--- src/rtl/fa_tag_pkg.sv ---
package fa_tag_pkg;
  localparam int unsigned DEF_ADDR_W  = 32;
  localparam int unsigned DEF_OFS_W   = 5;
  localparam int unsigned DEF_ENTRIES = 64;
endpackage

--- src/rtl/fa_cam_entry.sv ---
module fa_cam_entry #(
  parameter int unsigned TAG_W = 27
) (
  input  logic             clk,
  input  logic             rst,
  input  logic             wr_en,
  input  logic [TAG_W-1:0] wr_tag,
  input  logic [TAG_W-1:0] cmp_tag,
  output logic             match
);
  logic             vld_q;
  logic [TAG_W-1:0] tag_q;

  always_ff @(posedge clk) begin
    if (rst) begin
      vld_q <= 1'b0;
    end else if (wr_en) begin
      vld_q <= 1'b1;
    end
    if (wr_en) tag_q <= wr_tag;
  end

  assign match = vld_q && (tag_q == cmp_tag);


  fill_visible_chk: assert property (@(posedge clk) disable iff (rst)
    wr_en |=> (vld_q && tag_q == $past(wr_tag)));
endmodule

--- src/rtl/fa_onehot_enc.sv ---
module fa_onehot_enc #(
  parameter int unsigned N = 64,
  parameter int unsigned W = 6
) (
  input  logic [N-1:0] onehot,
  output logic [W-1:0] bin
);
  always_comb begin
    bin = '0;
    for (int i = 0; i < N; i++) begin
      if (onehot[i]) bin = bin | W'(i);
    end
  end
endmodule

--- src/rtl/fa_repl_ptr.sv ---
module fa_repl_ptr #(
  parameter int unsigned ENTRIES = 64,
  parameter int unsigned IDX_W   = 6
) (
  input  logic             clk,
  input  logic             rst,
  input  logic             advance,
  output logic [IDX_W-1:0] ptr
);
  localparam logic [IDX_W-1:0] LAST = IDX_W'(ENTRIES - 1);

  always_ff @(posedge clk) begin
    if (rst) begin
      ptr <= '0;
    end else if (advance) begin
      ptr <= (ptr == LAST) ? '0 : ptr + 1'b1;
    end
  end


  ptr_step_chk: assert property (@(posedge clk) disable iff (rst)
    advance |=> (ptr == (($past(ptr) == LAST) ? '0 : $past(ptr) + 1'b1)));


  ptr_hold_chk: assert property (@(posedge clk) disable iff (rst)
    !advance |=> $stable(ptr));
endmodule

--- src/rtl/fa_tag_lookup.sv ---
module fa_tag_lookup #(
  parameter int unsigned ADDR_W  = fa_tag_pkg::DEF_ADDR_W,
  parameter int unsigned OFS_W   = fa_tag_pkg::DEF_OFS_W,
  parameter int unsigned ENTRIES = fa_tag_pkg::DEF_ENTRIES,
  localparam int unsigned TAG_W  = ADDR_W - OFS_W,
  localparam int unsigned IDX_W  = $clog2(ENTRIES)
) (
  input  logic              clk,
  input  logic              rst,
  input  logic              lk_valid,
  input  logic [ADDR_W-1:0] lk_addr,
  input  logic              fill_valid,
  input  logic [ADDR_W-1:0] fill_addr,
  output logic              rsp_valid,
  output logic              hit,
  output logic [IDX_W-1:0]  hit_idx,
  output logic [IDX_W-1:0]  victim_idx
);
  logic [TAG_W-1:0]   lk_tag;
  logic [TAG_W-1:0]   fill_tag;
  logic [ENTRIES-1:0] match_vec;
  logic [IDX_W-1:0]   match_idx;
  logic               any_match;
  logic               ptr_hit;
  logic               advance;

  assign lk_tag   = lk_addr[ADDR_W-1:OFS_W];
  assign fill_tag = fill_addr[ADDR_W-1:OFS_W];

  for (genvar e = 0; e < ENTRIES; e++) begin : g_entry
    fa_cam_entry #(.TAG_W(TAG_W)) i_entry (
      .clk     (clk),
      .rst     (rst),
      .wr_en   (fill_valid && (victim_idx == IDX_W'(e))),
      .wr_tag  (fill_tag),
      .cmp_tag (lk_tag),
      .match   (match_vec[e])
    );
  end

  fa_onehot_enc #(.N(ENTRIES), .W(IDX_W)) i_enc (
    .onehot (match_vec),
    .bin    (match_idx)
  );

  assign any_match = |match_vec;
  assign ptr_hit   = lk_valid && any_match && (match_idx == victim_idx);
  assign advance   = fill_valid || ptr_hit;

  fa_repl_ptr #(.ENTRIES(ENTRIES), .IDX_W(IDX_W)) i_ptr (
    .clk     (clk),
    .rst     (rst),
    .advance (advance),
    .ptr     (victim_idx)
  );

  always_ff @(posedge clk) begin
    if (rst) begin
      rsp_valid <= 1'b0;
      hit       <= 1'b0;
      hit_idx   <= '0;
    end else begin
      rsp_valid <= lk_valid;
      if (lk_valid) begin
        hit     <= any_match;
        hit_idx <= match_idx;
      end
    end
  end


  rsp_timing_chk: assert property (@(posedge clk) disable iff (rst)
    lk_valid |=> rsp_valid);


  unique_match_chk: assert property (@(posedge clk) disable iff (rst)
    lk_valid |-> $onehot0(match_vec));


  hit_advance_chk: assert property (@(posedge clk) disable iff (rst)
    (lk_valid && !fill_valid && any_match && match_idx == victim_idx)
      |=> (hit && hit_idx != victim_idx));


  reset_state_chk: assert property (@(posedge clk)
    $past(rst) |-> (!rsp_valid && !hit && victim_idx == '0));
endmodule

--- config.mk ---
export PLATFORM = sky130hd
export DESIGN_NAME = fa_tag_lookup
export DESIGN_NICKNAME = d
export VERILOG_FILES = /design/src/rtl/fa_tag_pkg.sv /design/src/rtl/fa_cam_entry.sv /design/src/rtl/fa_onehot_enc.sv /design/src/rtl/fa_repl_ptr.sv /design/src/rtl/fa_tag_lookup.sv
export SDC_FILE = /design/constraint.sdc
export NUM_CORES = 2
export LEC_CHECK = 0
export BUFFER_PORTS_ARGS = -buffer_cell sky130_fd_sc_hd__clkbuf_2
export CAP_MARGIN = 10
export CORE_ASPECT_RATIO = 1.5
export CORE_MARGIN = 4
export CORE_UTILIZATION = 65
export CTS_CLUSTER_SIZE = 28
export DETAILED_ROUTE_END_ITERATION = 6
export PLACE_DENSITY = 0.82
export SLEW_MARGIN = 30
export SYNTH_ARGS = -nofsm -noshare
export SYNTH_HDL_FRONTEND = slang
export SYNTH_SLANG_ARGS = --single-unit
--- constraint.sdc ---
create_clock -name clk -period 5.7 [get_ports clk]
set_clock_uncertainty 0.2 [all_clocks]
set_input_delay 1.14 -clock clk [delete_from_list [all_inputs] [get_ports clk]]
set_output_delay 1.14 -clock clk [all_outputs]
set_load 0.05 [all_outputs]
==> results.md <==
* CP Launch Type: input port
* Post-cts sizing count at 0
* Final slew viol count at 0
* Syn Inst Count at 5309
* VDD IR max at 0.3161 mV
* Root buffer cell: clkbuf_16
* Slowest stage delay, CP at 580 ps
* Vias/cell at 7.177
* Port bufs at 71
* Crit-path cells: buf_6 > buf_12 > xor2_1 > nor4_1 > nand4b_1 > or4_1 > o21ai_1 > buf_4 > nor4b_2 > a21o_1 > a221oi_2 > a41oi_1 > buf_4 > or3_1 > a21oi_1
* RSZ-0062 raised after global routing: no
* IO Pins at 82
* Compound-Gate Fraction of Synth Area at 0.6651%
* Synthesis-to-finish area growth at 11.36%
* Share of cells above drive strength 1 at 11.39%
* Main combinational cell family by area after synthesis: XOR/XNOR gates
* Max Fclk at 0.2100 GHz
* Routed vias at 52.72k
* Die extent in y at 437.0 um
* Remaining global-route overflow at 0
* Leakage at 26.33 nW
* Yosys reg bits at 1806
* Fillers at 7283
* Worst Path Required at 6230 ps
* CTS tree: done
* Initial antenna violation count at 6
* Pin count of the biggest net entering global routing at 50
* Endpoints failing setup at 0
* Post-CTS Setup Bufs at 0
* Net count, final at 5693
* Area contributors post-synth: edfxtp_1 (65%), xnor2_1 (16%), nand4_1 (5.8%)
* Hold crit path type: reg2reg
* Ys async rst share at 0%
* Clock sink count at 1806
* Syn Nets at 5381
* CTS buffer count at 158
* GP Congestion at 1.025
* MaxCap Viol Count at 0
* Xor/xnor cell area share of the yosys netlist at 19.01%
* Simple-gate share of the synthesized area at 10.76%
* Syn Area/Cell at 15.02 um2
* Status: finished, final reports clean
* Final Hold Fails at 0
* DRC at 0
* Crit Path Class: in2reg
* Post-synthesis mux area share at 0.01255%
* DRT Wirelength at 265700 um
* EDFF count, synth at 1728
* HPWL after DPL at 155300 um
* Post-synthesis adder-cell area fraction at 0.06274%
* Arr. time, crit path at 5300 ps
* Crit path capture type: flip-flop
* DRT iter0 DRCs at 8548
* Seq. cell area at 53450 um2
* Design Area, Final at 88830 um2
* Post-synth top area share at 65.05%
* Worst rel slew slack at 23.72%
* Total power draw at 27.77 mW
* Area post-placement at 83630 um2
* Core area at 122000 um2
* Post-DRT Antenna Nets at 0
* Clk Latency, worst-skew pair at 810 ps
* Pwr dens at 312.6 nW/um2
* Max clock buf depth at 3
* Crit-path leading delay family: compound AO/OA/AOI/OAI gates
* Synth cell types at 57
* Synth warn at 0
* Rows at 157
* Top_reg_cell synth: edfxtp_1
* Total negative setup slack at 0 ps
* Min Tclk post-route at 4761 ps
* First-pass GRT wire length at 367900 um
* Initial Util at 65.39%
* Number of global-route vias before repair at 51.58k
* Crit-path most repeated cell: buf_4
* Slowest library cell on the worst path: buf_6
* Worst-path clk slew at 70 ps
* TritonRoute pass-1 iters at 6
* Buf+Inv Stages, Crit Path at 4
* Die area at 128500 um2
* Cell taking the most area after synthesis: edfxtp_1
* Die X at 294.0 um
* Cts hold-fix bufs at 0
* Crit path max fanout at 25
* H-tree Lvls at 4
* Footprint of the multi-input gates at 24500 um2
* Seq/Total Area, Yosys at 67.01%
* Synth Cell Area at 79770 um2
* Slew @ Worst Pin at 1144 ps
* Period utilisation layout at 83.53%
* Total GRT Usage at 40.98%
* Wire per inst at 36.17 um
-- layout make-up --
| cell class | instances | share of cell area [%] |
|---|---|---|
| Sequential cell | 1806 | 60.18 |
| Multi-Input combinational cell | 3289 | 27.58 |
| Clock buffer | 219 | 4.988 |
| Timing Repair Buffer | 359 | 4.153 |
| Tap cell | 1590 | 2.240 |
| Clock inverter | 69 | 0.8142 |
| Inverter | 7 | 0.02958 |
| Antenna cell | 6 | 0.01690 |
-- logic make-up (layout without fill, tap and decap cells) --
logic type | after synthesis | after routing
XOR/XNOR | 1730 | 1730
other | 0 | 6
multiplexers | 1 | 1
flip-flops | 1806 | 1806
adder cells (fa/ha/maj) | 4 | 4
AND/OR/NAND/NOR | 1485 | 1485
AO/OA/AOI/OAI | 69 | 69
buffers and inverters | 214 | 654
-- stage by stage --
stage	hold slack, ps	std cells	utilization (%)	setup slack [ps]
after global routing	321.3	7339	72.80	886.1
final	299.0	7345	72.82	938.8
after global placement	251.9	7048	68.51	322.9
after CTS	296.5	7338	72.78	1163
after detailed placement	283.9	7050	68.56	345.3
after floorplan	240.0	5309	-	1614
-- synthesized netlist by cell type, types with 5 or more instances --
master and n:
a21oi_1 6, a22oi_1 35, buf_12 5, buf_4 89, buf_6 74, buf_8 18
clkbuf_1 15, dfxtp_1 78, edfxtp_1 1728, inv_1 7, nand2_1 96, nand3_1 37
nand4_1 739, nand4b_1 9, nand4bb_1 5, nor2_1 211, nor3_1 79, nor4_1 230
nor4b_1 26, or3_1 5, or4_1 26, or4bb_1 5, xnor2_1 1434, xor2_1 295
-- power by group --
part,internal (mW),switching (mW)
Combinational,0.648,1.63
Clock,6.08,4.84
Sequential,14.6,0.0187
Total,21.3,6.49
-- worst reg2reg max path: cells and delay by family, from the launching register on --
family | cells | cell delay [ps]
buffers and inverters | 1 | 190
and+or+nand+nor | 5 | 1650
DFF | 1 | 390
AOI/OAI and AO/OA | 5 | 1320
xor gates and xnor gates | 1 | 290
-- final timing paths --
check	start	to	slack, ps	cells after the start
setup / recovery	lk_addr[14]	i_ptr.ptr[5]	940	15
hold / removal	g_entry[32].i_entry.vld_q	g_entry[32].i_entry.vld_q	300	2
setup reg to reg	g_entry[42].i_entry.tag_q[18]	i_ptr.ptr[5]	1590	12
hold reg to reg	g_entry[32].i_entry.vld_q	g_entry[32].i_entry.vld_q	300	2
-- metal layers --
| metal | vias to the layer above | GRT usage (%) | part of all wire, % |
|---|---|---|---|
| li1 | 20750 | - | - |
| met1 | 25650 | 50.48 | 31 |
| met2 | 4924 | 61.49 | 44 |
| met3 | 1391 | 11.24 | 15 |
| met4 | 0 | 32.12 | 9.9 |
| met5 | - | 0 | 0 |
-- sequential cells by signal, summed over array words and instances, names as in the netlist --
name	flops
hit	1
rsp_valid	1
hit_idx	6
g_entry.i_entry.tag_q	1728
i_ptr.ptr	6
g_entry.i_entry.vld_q	64
-- placed cells by master, fill, tap and decap left out, types with 5 or more instances in the layout --
cell	count
or4_1	26
bufinv_16	14
clkbuf_2	16
clkbuf_1	43
or3_1	5
or4bb_1	5
xor2_1	295
a22oi_1	35
clkinvlp_4	6
buf_6	32
nor2_1	147
xnor2_1	1434
nand4bb_1	5
nor3_1	79
nand4_1	739
nand3_1	36
nor4_1	230
nor2_2	63
nand2_1	96
buf_4	238
clkbuf_8	12
inv_1	7
buf_12	73
dfxtp_1	78
edfxtp_1	1728
clkinv_1	23
clkbuf_16	164
diode_2	6
nor4b_1	26
a21oi_1	6
clkinv_2	20
nand4b_1	9
(Power assumes the default switching activity.)
